`config.mk`:
```
export PLATFORM = sky130hd
export DESIGN_NAME = domain_clock_ctrl
export DESIGN_NICKNAME = d
export VERILOG_FILES = /design/src/rtl/dcc_pkg.sv /design/src/rtl/dcc_regs.sv /design/src/rtl/dcc_deps.sv /design/src/rtl/dcc_dom_fsm.sv /design/src/rtl/domain_clock_ctrl.sv
export SDC_FILE = /design/constraint.sdc
export NUM_CORES = 1
export LEC_CHECK = 0
export BUFFER_PORTS_ARGS = -buffer_cell sky130_fd_sc_hd__buf_4
export CAP_MARGIN = 20
export CORE_UTILIZATION = 40
export DETAILED_ROUTE_END_ITERATION = 12
export HOLD_SLACK_MARGIN = 0.03
export PLACE_DENSITY = 0.77
export SYNTH_ARGS = -nofsm -noshare
export SYNTH_HDL_FRONTEND = slang
export SYNTH_SLANG_ARGS = --single-unit
```
`constraint.sdc`:
```
create_clock -name clk -period 2.6 [get_ports clk]
set_clock_uncertainty 0.05 [all_clocks]
set_input_delay 0.13 -clock clk [delete_from_list [all_inputs] [get_ports clk]]
set_output_delay 0.13 -clock clk [all_outputs]
set_load 0.05 [all_outputs]
```
`src/rtl/dcc_pkg.sv`:
```
package dcc_pkg;
  typedef enum logic [1:0] {
    TM_KEEP  = 2'd0,
    TM_SLEEP = 2'd1,
    TM_WAKE  = 2'd2,
    TM_AUTO  = 2'd3
  } tmode_t;

  typedef enum logic [2:0] {
    ST_OFF, ST_UNGATE, ST_ON, ST_WAKING, ST_RUN, ST_IDLING, ST_GATE
  } dstate_t;

  localparam logic [1:0] MM_OFF      = 2'd0;
  localparam logic [1:0] MM_AUTOGATE = 2'd1;
  localparam logic [1:0] MM_ON       = 2'd2;

  localparam int CTRL_W   = 4;
  localparam int STAT_TRB = 8;
endpackage

```
`src/rtl/dcc_regs.sv`:
```
module dcc_regs #(
  parameter int N_DOM = 3,
  parameter int DW    = 32,
  parameter int AW    = 4
) (
  input  logic                     clk,
  input  logic                     rst,
  input  logic                     wr_valid,
  input  logic [AW-1:0]            wr_addr,
  input  logic [DW-1:0]            wr_data,
  input  logic                     rd_valid,
  input  logic [AW-1:0]            rd_addr,
  output logic [DW-1:0]            rd_data,
  output logic                     rd_resp_valid,
  input  logic [N_DOM-1:0]         act,
  input  logic [N_DOM-1:0]         awake,
  input  logic [N_DOM-1:0]         clk_on,
  input  logic [N_DOM*N_DOM-1:0]   traffic,
  output logic [4*N_DOM-1:0]       ctrl_f,
  output logic [N_DOM*N_DOM-1:0]   sdep_f
);
  import dcc_pkg::*;
  localparam int IW = AW - 2;

  logic [CTRL_W-1:0] ctrl_q [N_DOM];
  logic [N_DOM-1:0]  sdep_q [N_DOM];
  logic [IW-1:0]     wr_dom, rd_dom;
  logic [1:0]        wr_sel, rd_sel;
  logic [DW-1:0]     rd_mux;
  logic              unused_wd;

  assign wr_dom    = wr_addr[AW-1:2];
  assign wr_sel    = wr_addr[1:0];
  assign rd_dom    = rd_addr[AW-1:2];
  assign rd_sel    = rd_addr[1:0];
  assign unused_wd = ^wr_data;

  always_ff @(posedge clk) begin
    if (rst) begin
      for (int d = 0; d < N_DOM; d++) begin
        ctrl_q[d] <= '0;
        sdep_q[d] <= '0;
      end
    end else if (wr_valid) begin
      for (int d = 0; d < N_DOM; d++) begin
        if (wr_dom == IW'(d)) begin
          if (wr_sel == 2'd0) ctrl_q[d] <= wr_data[CTRL_W-1:0];
          if (wr_sel == 2'd1) sdep_q[d] <= wr_data[N_DOM-1:0];
        end
      end
    end
  end

  always_comb begin
    rd_mux = '0;
    for (int d = 0; d < N_DOM; d++) begin
      if (rd_dom == IW'(d)) begin
        case (rd_sel)
          2'd0: rd_mux[CTRL_W-1:0] = ctrl_q[d];
          2'd1: rd_mux[N_DOM-1:0]  = sdep_q[d];
          2'd2: begin
            rd_mux[0] = act[d];
            rd_mux[1] = awake[d];
            rd_mux[2] = clk_on[d];
            rd_mux[STAT_TRB +: N_DOM] = traffic[d*N_DOM +: N_DOM];
          end
          default: ;
        endcase
      end
    end
  end

  always_ff @(posedge clk) begin
    if (rst) begin
      rd_data       <= '0;
      rd_resp_valid <= 1'b0;
    end else begin
      rd_resp_valid <= rd_valid;
      if (rd_valid) rd_data <= rd_mux;
    end
  end

  for (genvar d = 0; d < N_DOM; d++) begin : g_flat
    assign ctrl_f[4*d +: 4]         = ctrl_q[d];
    assign sdep_f[d*N_DOM +: N_DOM] = sdep_q[d];
  end

  assert_rd_resp_R12: assert property (@(posedge clk) disable iff (rst)
    rd_valid |=> rd_resp_valid);
  assert_ctrl_stable_R12: assert property (@(posedge clk) disable iff (rst)
    !wr_valid |=> $stable(ctrl_f) && $stable(sdep_f));
endmodule

```
`src/rtl/dcc_deps.sv`:
```
module dcc_deps #(
  parameter int N_DOM = 3
) (
  input  logic [N_DOM-1:0]       act,
  input  logic [N_DOM*N_DOM-1:0] sdep_f,
  input  logic [N_DOM*N_DOM-1:0] traffic,
  output logic [N_DOM-1:0]       hold
);
  // Self bits (s == d) are skipped: a domain cannot hold itself.
  always_comb begin
    hold = '0;
    for (int d = 0; d < N_DOM; d++) begin
      for (int s = 0; s < N_DOM; s++) begin
        if (s != d) begin
          hold[d] = hold[d] | (act[s] & sdep_f[s*N_DOM+d]) | traffic[s*N_DOM+d];
        end
      end
    end
  end
endmodule

```
`src/rtl/dcc_dom_fsm.sv`:
```
module dcc_dom_fsm (
  input  logic       clk,
  input  logic       rst,
  input  logic [1:0] tmode_i,
  input  logic [1:0] mmode_i,
  input  logic       dep_hold,
  input  logic       wake_req,
  input  logic       idle_ack,
  output logic       clk_en_o,
  output logic       act_o,
  output logic       idle_req_o,
  output logic       awake_o,
  output logic       mclk_o
);
  import dcc_pkg::*;

  tmode_t  tmode;
  dstate_t st, nxt;
  logic    keep, want_on, mm_en;

  assign tmode = tmode_t'(tmode_i);
  assign keep  = (tmode == TM_KEEP);
  assign mm_en = (mmode_i == MM_AUTOGATE) || (mmode_i == MM_ON);

  always_comb begin
    case (tmode)
      TM_WAKE:  want_on = 1'b1;
      TM_SLEEP: want_on = dep_hold;
      TM_AUTO:  want_on = dep_hold | wake_req;
      default:  want_on = 1'b0;
    endcase
  end

  always_comb begin
    nxt = st;
    case (st)
      ST_OFF:    if (!keep && want_on) nxt = ST_UNGATE;
      ST_UNGATE: nxt = ST_ON;
      ST_ON: begin
        if (!keep) begin
          if (!want_on)   nxt = ST_IDLING;
          else if (mm_en) nxt = ST_WAKING;
        end
      end
      ST_WAKING: if (!idle_ack) nxt = ST_RUN;
      ST_RUN:    if (!keep && (!want_on || !mm_en)) nxt = ST_IDLING;
      ST_IDLING: if (idle_ack) nxt = (want_on && !keep) ? ST_ON : ST_GATE;
      ST_GATE:   nxt = (want_on && !keep) ? ST_UNGATE : ST_OFF;
      default:   nxt = ST_OFF;
    endcase
  end

  always_ff @(posedge clk) begin
    if (rst) begin
      st         <= ST_OFF;
      clk_en_o   <= 1'b0;
      act_o      <= 1'b0;
      idle_req_o <= 1'b1;
      awake_o    <= 1'b0;
      mclk_o     <= 1'b0;
    end else begin
      st         <= nxt;
      clk_en_o   <= nxt inside {ST_ON, ST_WAKING, ST_RUN, ST_IDLING};
      act_o      <= (nxt != ST_OFF);
      idle_req_o <= !(nxt inside {ST_WAKING, ST_RUN});
      awake_o    <= (nxt == ST_RUN);
      case (mmode_i)
        MM_ON:       mclk_o <= nxt inside {ST_ON, ST_WAKING, ST_RUN, ST_IDLING};
        MM_AUTOGATE: mclk_o <= nxt inside {ST_WAKING, ST_RUN};
        default:     mclk_o <= 1'b0;
      endcase
    end
  end

  assert_keep_asleep_R2: assert property (@(posedge clk) disable iff (rst)
    (keep && !act_o) |=> !act_o);
  assert_module_needs_mode_R4: assert property (@(posedge clk) disable iff (rst)
    $fell(idle_req_o) |-> $past(mm_en));
  assert_awake_after_ack_R5: assert property (@(posedge clk) disable iff (rst)
    $rose(awake_o) |-> $past(!idle_ack));
  assert_gate_after_ack_R6: assert property (@(posedge clk) disable iff (rst)
    $fell(clk_en_o) |-> $past(idle_ack));
  assert_gated_idle_R6: assert property (@(posedge clk) disable iff (rst)
    !clk_en_o |-> idle_req_o);
  assert_dep_wake_R8: assert property (@(posedge clk) disable iff (rst)
    (dep_hold && !keep && !act_o) |=> act_o);
  assert_sleep_blocked_R10: assert property (@(posedge clk) disable iff (rst)
    (tmode == TM_SLEEP && dep_hold) |=> act_o);
endmodule

```
`src/rtl/domain_clock_ctrl.sv`:
```
module domain_clock_ctrl #(
  parameter  int N_DOM = 3,
  parameter  int DW    = 32,
  localparam int AW    = $clog2(N_DOM) + 2
) (
  input  logic                   clk,
  input  logic                   rst,
  input  logic                   wr_valid,
  output logic                   wr_ready,
  input  logic [AW-1:0]          wr_addr,
  input  logic [DW-1:0]          wr_data,
  input  logic                   rd_valid,
  output logic                   rd_ready,
  input  logic [AW-1:0]          rd_addr,
  output logic [DW-1:0]          rd_data,
  output logic                   rd_resp_valid,
  input  logic [N_DOM-1:0]       wake_req,
  input  logic [N_DOM-1:0]       idle_ack,
  input  logic [N_DOM*N_DOM-1:0] bus_traffic,
  output logic [N_DOM-1:0]       clk_en,
  output logic [N_DOM-1:0]       mod_clk_en,
  output logic [N_DOM-1:0]       idle_req,
  output logic [N_DOM-1:0]       clk_active
);
  logic [4*N_DOM-1:0]       ctrl_f;
  logic [N_DOM*N_DOM-1:0]   sdep_f;
  logic [N_DOM-1:0]         hold, awake;

  assign wr_ready = 1'b1;
  assign rd_ready = 1'b1;

  dcc_regs #(.N_DOM(N_DOM), .DW(DW), .AW(AW)) u_regs (
    .clk(clk), .rst(rst),
    .wr_valid(wr_valid), .wr_addr(wr_addr), .wr_data(wr_data),
    .rd_valid(rd_valid), .rd_addr(rd_addr), .rd_data(rd_data),
    .rd_resp_valid(rd_resp_valid),
    .act(clk_active), .awake(awake), .clk_on(clk_en), .traffic(bus_traffic),
    .ctrl_f(ctrl_f), .sdep_f(sdep_f)
  );

  dcc_deps #(.N_DOM(N_DOM)) u_deps (
    .act(clk_active), .sdep_f(sdep_f), .traffic(bus_traffic), .hold(hold)
  );

  for (genvar d = 0; d < N_DOM; d++) begin : g_dom
    dcc_dom_fsm u_fsm (
      .clk(clk), .rst(rst),
      .tmode_i(ctrl_f[4*d +: 2]), .mmode_i(ctrl_f[4*d+2 +: 2]),
      .dep_hold(hold[d]), .wake_req(wake_req[d]), .idle_ack(idle_ack[d]),
      .clk_en_o(clk_en[d]), .act_o(clk_active[d]), .idle_req_o(idle_req[d]),
      .awake_o(awake[d]), .mclk_o(mod_clk_en[d])
    );
  end
endmodule

```
==> results.cfg <==
[yosys]
ys_seq_elements = 53
ys_warn_count = 0
synth_edf_count = 21
syn_area_sq_um = 3150
synth_cell_types = 56
synthCells = 344
ys_async_sr_fraction = 0
syn_avg_cell_area_sq_um = 9.17
synth_area_leader_cell = dfxtp_1
synth_area_leaders = dfxtp_1, edfxtp_1, buf_4
ys_seq_area_frac = 0.403
synth_top_area_frac = 0.203
synthFlopType = dfxtp_1

[routing]
drc_errors = 0
drt-initial-drc-count = 196
dr.pass1.iters = 5
drtAntennaViolNets = 0
routed_wl_mm = 6.59
num_vias = 2533
wl_per_cell_um = 13.8
vias_per_cell = 5.29

[clock_network]
cts_buffers = 5
cts_root_buf = clkbuf_8
clkSinkCount = 53
cts_tree = yes
clockBufferDepth = 2
cts_htree_levels = 2
clkSlewWorstSetupHoldPaths_ns = 0.09
insertion_delay_ns = 0.31

[floorplan]
die_w_um = 90.8
core_area_sq_um = 7690
dieHeight_um = 90.8
rows = 32
start_util = 0.410
die_area_sq_um = 8240
num_io_pins = 106

[power_and_ir_drop]
ir_drop_mv = 0.353
sw_frac_of_total = 0.353
p_comb_frac = 0.311
clockPowerShare = 0.239
p_int_mw = 1.49
switching_power_uw = 815
power.total_mw = 2.31
p_leak_nw = 1.46
p_seq_frac = 0.450
cellPowerDensity_nw_per_um2 = 647

[layout]
antennaDiodeCount = 0
fin_cells = 479
multi_input_area_sq_um = 1580
syn_to_final_growth_pct = 13.3
fin_nets = 441
drive_gt1_frac = 0.199
final_common_cell = buf_4
mostFrequentLayoutCells = buf_4, dfxtp_1, nor2_1
fillerInstances = 732
seq_area_sq_um = 1270

[timing]
fmaxAchievable_ghz = 0.407
hold_violations = 0
fin_crit_sh = 0.946
fin_crit_ns = 2.46
fin_setup_tns_ns = 0
drv_slew = 0
whs_ns = 0.0634
relSlewSlack = 0.644
setup_ws_ns = 0.140
finalSetupViolations = 0
tightest_slew_ns = 0.531

[setup_path]
end_kind = flip-flop
worst_ep_arrival_time_ns = 2.62
rrSetupSlack_ns = 0.14
worstPathRequired_ns = 2.76
critical_path_class = reg -> reg
rr_worst_depth = 6
r2r-end = g_dom[2].u_fsm.mclk_o
crit_fanout = 2
reg2reg_from = u_regs.sdep_q[0][2]
startpoint_type = flip-flop

[global_route]
track_usage = 0.161
grt_max_degree = 38
grt_antenna_before_repair = 0
grt_pass1_vias = 2210
grt_pass1_wl_mm = 10.7
overflow = 0

[hold_path]
hp-class = in -> reg
min_to = u_regs.rd_data[2]
min_path_cells = 2
hold_path.startpoint = rd_valid

[outcome]
status = finished, final reports clean

[placed_design]
portBuffers = 50
gp_congestion = 0.940
dp_cells = 469
pre_cts_slack_ns = 0.107
hpwl_mm = 5.04

[job]
maxCapViolCount = 0
-- power groups by stage --
| stage | Clock [mW] | Sequential, mW | Combinational, mW |
|---|---|---|---|
| after detailed placement | 0 | 1.06 | 0.704 |
| after floorplan | 0 | 1.01 | 0.617 |
| after global routing | 0.590 | 1.05 | 0.777 |
| after global placement | 0 | 1.05 | 0.695 |
| after CTS | 0.563 | 1.04 | 0.708 |
| final | 0.552 | 1.04 | 0.718 |
-- per-stage QoR --
step                area, sq um  utilization
floorplan                  3250            -
global placement           3430        0.446
detailed placement         3430        0.446
CTS                        3550        0.462
global route               3570        0.465
finish                     3570        0.465
-- worst max-delay path: stages (launching register included) --
cell and delay [ns]:
edfxtp_1 0.41, a211o_1 0.32, a221o_1 0.40, a2111oi_4 0.37, a211oi_2 0.09, or4b_1 0.47
a311oi_1 0.27
-- routing by layer --
layer	part of all wire	global-route usage	vias up	wire length [um]
li1	-	-	1245	-
met1	0.48	0.223	1183	3190
met2	0.43	0.247	91	2860
met3	0.063	0.0354	14	415
met4	0.019	0.0529	0	127
met5	0	0	-	0
-- sequential cells by signal, indices dropped and copies added (netlist names) --
register                count
g_dom.u_fsm.idle_req_o      3
u_regs.rd_data              7
u_regs.ctrl_q              12
g_dom.u_fsm.act_o           3
g_dom.u_fsm.mclk_o          3
g_dom.u_fsm.clk_en_o        3
u_regs.rd_resp_valid        1
u_regs.sdep_q               9
g_dom.u_fsm.awake_o         3
g_dom.u_fsm.st              9
-- cell usage after synthesis, types with 11 or more instances --
library cell,number
buf_4,39
dfxtp_1,32
nor2_1,28
edfxtp_1,21
a21oi_1,20
nand2_1,18
clkbuf_1,17
mux2i_1,17
a211oi_1,14
inv_1,11
o21ai_0,11
-- area by class of cell --
class	instances	area share
inverters	11	0.0116
flip-flops and latches	53	0.356
clock buffers	6	0.0203
multi-input cells	247	0.443
well taps	102	0.0357
clock inverters	2	0.0109
repair buffers	58	0.123
-- kinds of logic after synthesis --
group	share of synthesized area
simple gates	0.167
buf+inv	0.129
mux	0.0611
compound gates	0.202
xor+xnor	0.00833
other cells	0.00238
fa+ha+maj	0.0270
flops	0.403
-- worst max path at each step --
| stage | cells past startpoint | from | end |
|---|---|---|---|
| floorplan | 6 | u_regs.sdep_q[0][2] | g_dom[2].u_fsm.mclk_o |
| global placement | 6 | u_regs.sdep_q[0][2] | g_dom[2].u_fsm.mclk_o |
| detailed placement | 6 | u_regs.sdep_q[0][2] | g_dom[2].u_fsm.mclk_o |
| CTS | 6 | u_regs.sdep_q[0][2] | g_dom[2].u_fsm.mclk_o |
| global route | 6 | u_regs.sdep_q[0][2] | g_dom[2].u_fsm.mclk_o |
| finish | 6 | u_regs.sdep_q[0][2] | g_dom[2].u_fsm.mclk_o |
-- what timing repair did --
| action | CTS | global route |
|---|---|---|
| resized for setup | 0 | 1 |
| hold buffers | 1 | 0 |
| endpoints found under the hold margin | 1 | 0 |
| buffers inserted | 0 | 1 |
| setup endpoints to repair | 0 | 1 |
Note: power is estimated with default switching activity, not from simulation.
